$ cat config.mk
export PLATFORM = sky130hd
export DESIGN_NAME = adc_out_formatter
export DESIGN_NICKNAME = d
export VERILOG_FILES = /design/src/rtl/adc_fmt_pkg.sv /design/src/rtl/adc_pattern_src.sv /design/src/rtl/adc_num_format.sv /design/src/rtl/adc_clk_polarity.sv /design/src/rtl/adc_out_formatter.sv
export SDC_FILE = /design/constraint.sdc
export NUM_CORES = 1
export LEC_CHECK = 0
export CELL_PAD_IN_SITES_DETAIL_PLACEMENT = 1
export CELL_PAD_IN_SITES_GLOBAL_PLACEMENT = 2
export CORE_MARGIN = 2
export CORE_UTILIZATION = 18
export DETAILED_ROUTE_END_ITERATION = 8
export PLACE_DENSITY_LB_ADDON = 0.3
export SETUP_SLACK_MARGIN = 0.15
export SYNTH_ARGS = -nofsm -noshare
export SYNTH_HDL_FRONTEND = slang
export SYNTH_SLANG_ARGS = --single-unit
$ cat constraint.sdc
create_clock -name clk -period 2.2 [get_ports clk]
set_clock_uncertainty 0.1 [all_clocks]
set_input_delay 0.44 -clock clk [delete_from_list [all_inputs] [get_ports clk]]
set_output_delay 0.44 -clock clk [all_outputs]
set_load 0.01 [all_outputs]
$ cat src/rtl/adc_fmt_pkg.sv
// Package: shared types for the converter output formatter.
// Assumes nothing beyond a two-bit test selector encoding.
package adc_fmt_pkg;
    typedef enum logic [1:0] {
        TEST_LIVE   = 2'b00,
        TEST_ZEROS  = 2'b01,
        TEST_ONES   = 2'b10,
        TEST_TOGGLE = 2'b11
    } test_sel_e;

    localparam int FMT_TWOS_BIT = 0;
    localparam int FMT_FALL_BIT = 1;
endpackage

$ cat src/rtl/adc_pattern_src.sv
// Module: picks live data or a test pattern, in offset-binary terms.
// Holds the toggle phase; the phase flips on every clock edge out of reset.
// Assumes a synchronous active-low reset.
module adc_pattern_src
    import adc_fmt_pkg::*;
#(
    parameter int DATA_W = 12
) (
    input  logic              clk,
    input  logic              rst_n,
    input  logic [DATA_W-1:0] sample_i,
    input  logic [1:0]        test_sel_i,
    output logic [DATA_W-1:0] word_o
);
    localparam logic [DATA_W-1:0] ALL_ZERO = '0;
    localparam logic [DATA_W-1:0] ALL_ONE  = '1;

    logic phase_q;
    test_sel_e sel;

    assign sel = test_sel_e'(test_sel_i);

    // Toggle phase: flips every edge, cleared by reset.
    always_ff @(posedge clk) begin
        if (!rst_n) phase_q <= 1'b0;
        else        phase_q <= ~phase_q;
    end

    // Source select: live sample or one of the three patterns.
    always_comb begin
        unique case (sel)
            TEST_LIVE:   word_o = sample_i;
            TEST_ZEROS:  word_o = ALL_ZERO;
            TEST_ONES:   word_o = ALL_ONE;
            TEST_TOGGLE: word_o = phase_q ? ALL_ONE : ALL_ZERO;
            default:     word_o = sample_i;
        endcase
    end
endmodule

$ cat src/rtl/adc_num_format.sv
// Module: converts an offset-binary word to two's complement on request.
// Assumes DATA_W >= 2; purely combinational.
module adc_num_format #(
    parameter int DATA_W = 12
) (
    input  logic [DATA_W-1:0] word_i,
    input  logic              twos_i,
    output logic [DATA_W-1:0] word_o
);
    localparam int MSB = DATA_W - 1;

    // Format conversion: invert the sign position only.
    always_comb begin
        word_o      = word_i;
        word_o[MSB] = word_i[MSB] ^ twos_i;
    end
endmodule

$ cat src/rtl/adc_clk_polarity.sv
// Module: derives the output clock from the sample clock.
// Assumes glitches at select changes are tolerated by the pin driver.
module adc_clk_polarity (
    input  logic clk,
    input  logic fall_i,
    input  logic pwr_down_i,
    output logic out_clk_o
);
    // Polarity select with power-down gating.
    always_comb begin
        if (pwr_down_i) out_clk_o = 1'b0;
        else            out_clk_o = clk ^ fall_i;
    end
endmodule

$ cat src/rtl/adc_out_formatter.sv
// Module: top of the converter output formatter.
// Registers the formatted word (one cycle latency) and drives the output
// clock. Assumes a synchronous active-low reset and DATA_W >= 2.
module adc_out_formatter
    import adc_fmt_pkg::*;
#(
    parameter int DATA_W = 12
) (
    input  logic              clk,
    input  logic              rst_n,
    input  logic [DATA_W-1:0] sample_i,
    input  logic [1:0]        test_sel_i,
    input  logic [1:0]        fmt_code_i,
    input  logic              pwr_down_i,
    output logic [DATA_W-1:0] data_o,
    output logic              out_clk_o
);
    localparam int MSB = DATA_W - 1;

    logic [DATA_W-1:0] src_word;
    logic [DATA_W-1:0] fmt_word;
    logic [DATA_W-1:0] data_q;

    adc_pattern_src #(.DATA_W(DATA_W)) u_src (
        .clk        (clk),
        .rst_n      (rst_n),
        .sample_i   (sample_i),
        .test_sel_i (test_sel_i),
        .word_o     (src_word)
    );

    adc_num_format #(.DATA_W(DATA_W)) u_fmt (
        .word_i (src_word),
        .twos_i (fmt_code_i[FMT_TWOS_BIT]),
        .word_o (fmt_word)
    );

    adc_clk_polarity u_clk (
        .clk        (clk),
        .fall_i     (fmt_code_i[FMT_FALL_BIT]),
        .pwr_down_i (pwr_down_i),
        .out_clk_o  (out_clk_o)
    );

    // Output register: reset and power-down clear it, else load the word.
    always_ff @(posedge clk) begin
        if (!rst_n || pwr_down_i) data_q <= '0;
        else                      data_q <= fmt_word;
    end

    assign data_o = data_q;

    a_r7_pd_zero: assert property (@(posedge clk) disable iff (!rst_n)
        pwr_down_i |=> (data_o == '0));

    a_r2_live_pass: assert property (@(posedge clk) disable iff (!rst_n)
        (!pwr_down_i && test_sel_i == 2'b00 && !fmt_code_i[0])
        |=> (data_o == $past(sample_i)));

    a_r5_live_twos: assert property (@(posedge clk) disable iff (!rst_n)
        (!pwr_down_i && test_sel_i == 2'b00 && fmt_code_i[0])
        |=> (data_o == {~$past(sample_i[MSB]), $past(sample_i[MSB-1:0])}));

    a_r3_const_pattern: assert property (@(posedge clk) disable iff (!rst_n)
        (!pwr_down_i && test_sel_i == 2'b01)
        |=> (data_o[MSB-1:0] == '0 && data_o[MSB] == $past(fmt_code_i[0])));

    a_r4_alternates: assert property (@(posedge clk) disable iff (!rst_n)
        (!pwr_down_i && test_sel_i == 2'b11) ##1 (!pwr_down_i && test_sel_i == 2'b11)
        |=> (data_o[MSB-1:0] == ~$past(data_o[MSB-1:0])));
endmodule

==> results.sh <==
export IMPL_die_area_um2=2940
export IMPL_synth_cell_types=12
export IMPL_fin_area_um2=866
export IMPL_gp_congestion=0.598
export IMPL_drv_slew=0
export IMPL_fp_dieW_um=54.2
export IMPL_dieHeight_um=54.2
export IMPL_rows=18
export IMPL_placed_cells=110
export IMPL_worst_slew_pin_slew_ns=0.364
export IMPL_post_dp_cell_area_um2=800
export IMPL_maxCapViolations=0
export IMPL_grt_pass1_wl_mm=1.90
export IMPL_cellPowerDensity_nw_per_um2=795
export IMPL_path_common_cell="buf_8"
export IMPL_cp_slowest_cell="buf_2"
export IMPL_status="completed"
export IMPL_final_cells=117
export IMPL_antenna_found_initial=0
export IMPL_clkLatencyLatePin_ns=0.37
export IMPL_crit_fanout=2
export IMPL_ys_seq_area_frac=0.573
export IMPL_insertedDiodeCount=0
export IMPL_cp_startpoint="clk"
export IMPL_setup_violations=0
export IMPL_r2r_start="u_src.phase_q"
export IMPL_arrival_ns=1.64
export IMPL_path_class="clk2out"
export IMPL_setup_worst_path_start_class="clock port"
export IMPL_via_per_inst=4.08
export IMPL_vias=477
export IMPL_wl_met2_um=501
export IMPL_whs_ns=0.435
export IMPL_pin_count=32
export IMPL_final_cell_mix="30 x clkdlybuf4s50_1, 13 x dfxtp_1, 12 x nand2_1, 11 x a21oi_1, 4 x clkbuf_4"
export IMPL_drtIter0Drc=4
export IMPL_maxSlewHeadroom=0.757
export IMPL_ys_ff_latch=13
export IMPL_syn_to_final_growth_pct=90.6
export IMPL_syn_nets=69
export IMPL_overflow=0
export IMPL_wl_met1_um=529
export IMPL_start_util=0.187
export IMPL_top_layer_used="met4"
export IMPL_drc=0
export IMPL_grt_max_degree=12
export IMPL_fill_cells=316
export IMPL_leakage_nw=0.357
export IMPL_wl_per_cell_um=10.4
export IMPL_avgSynthCellArea_um2=9.08
export IMPL_hold_path_class="reg2reg"
export IMPL_coreArea_um2=2430
export IMPL_drive_gt1_frac=0.149
export IMPL_place_hpwl_um=870
export IMPL_final_common_cell="clkdlybuf4s50_1"
export IMPL_rsz0062_at_grt="true"
export IMPL_worst_slack_ns=0.0233
export IMPL_drt_total_wl_mm=1.21
export IMPL_ir_worst_vdd_uv=417
export IMPL_yosys_warnings=0
export IMPL_cts_setup_buffers=0
export IMPL_crit_chain="buf_8 -> buf_8 -> xnor2_2 -> nor2_1 -> buf_2"
export IMPL_port_buffers=31
export IMPL_grt_use_total=0.107
export IMPL_grt_pass1_vias=486
export IMPL_dr_pass1_iters=2
export IMPL_required_ns=1.66
export IMPL_cts_tree="done"
export IMPL_ant_nets=0
export IMPL_syn_area_um2=454
export IMPL_max_stage_delay_ns=0.13
export IMPL_clkTransAtPathRegs_ns=0.07
export IMPL_preCtsSetupSlack_ns=-0.138
export IMPL_nNetsFinal=107
export IMPL_report_final_hold_viol_count=0
export IMPL_wl_met3_um=126
export IMPL_synthCells=50
export IMPL_cp_end_kind="primary output"
export IMPL_hold_start="u_src.phase_q"
[power breakdown]
part / internal, W / leakage (nW) / switching, W
Sequential: 0.000247 / 0.107 / 0.00000340
Combinational: 0.0000584 / 0.201 / 0.0000335
Clock: 0.000220 / 0.0489 / 0.000125
[timing repair]
item                                    in CTS  in global routing
hold buffers                                 0                  0
endpoints found under the setup margin       1                  1
resized for setup                            5                  5
pin swaps                                    0                  1
[kinds of logic (layout without fill, tap and decap cells)]
kind of cell,Yosys count,count (layout),synth area share
AO/OA/AOI/OAI,12,12,0.149
XOR/XNOR,1,1,0.0193
buffers and inverters,5,42,0.0551
flip-flops,13,13,0.573
multiplexers,1,1,0.0330
AND/OR/NAND/NOR,18,18,0.171
[area by class of cell]
cell class              instances  area [um2]  area share
flip-flops and latches         13         260       0.301
inverters                       2        7.51     0.00867
clock buffers                   8        68.8      0.0795
multi-input cells              32         176       0.204
well taps                      30        37.5      0.0434
repair buffers                 32         315       0.364
[through the flow]
stage               power, W  setup TNS, ns   util
finish              0.000688              0  0.356
global route        0.000736        -0.0214  0.356
CTS                 0.000647        -0.0251  0.349
detailed placement  0.000396         -0.138  0.329
global placement    0.000395         -0.138  0.329
floorplan           0.000316              0      -
[synthesized netlist by cell type]
cell | instances | area, um2
a22oi_2 | 1 | 12.5
nand2b_1 | 2 | 12.5
xnor2_1 | 1 | 8.76
and2b_2 | 1 | 8.76
buf_2 | 2 | 10.0
buf_4 | 1 | 7.51
a21oi_1 | 11 | 55.1
mux2_4 | 1 | 15.0
nor2_1 | 3 | 11.3
inv_1 | 2 | 7.51
nand2_1 | 12 | 45.0
dfxtp_1 | 13 | 260
[final timing paths]
check	to	slack (ns)	cells past startpoint
setup / recovery	out_clk_o	0.02	5
hold / removal	u_src.phase_q	0.44	1
setup reg to reg	data_o[11]	1.06	3
hold reg to reg	u_src.phase_q	0.44	1
[worst max-delay path, delay by kind of cell]
family | cells | cell delay (ns)
AND/OR/NAND/NOR | 1 | 0.09
XOR/XNOR | 1 | 0.11
buffers and inverters | 3 | 0.34
[metal layers]
metal  track usage  vias to the layer above
met1        0.0968                      211
li1              -                      233
met2         0.143                       28
met4         0.163                        0
met5             0                        -
met3        0.0519                        5
[state kept, by name, indices dropped and copies added (netlist names)]
name           count
data_o            12
u_src.phase_q      1
Power figures use the tool's default switching activity.
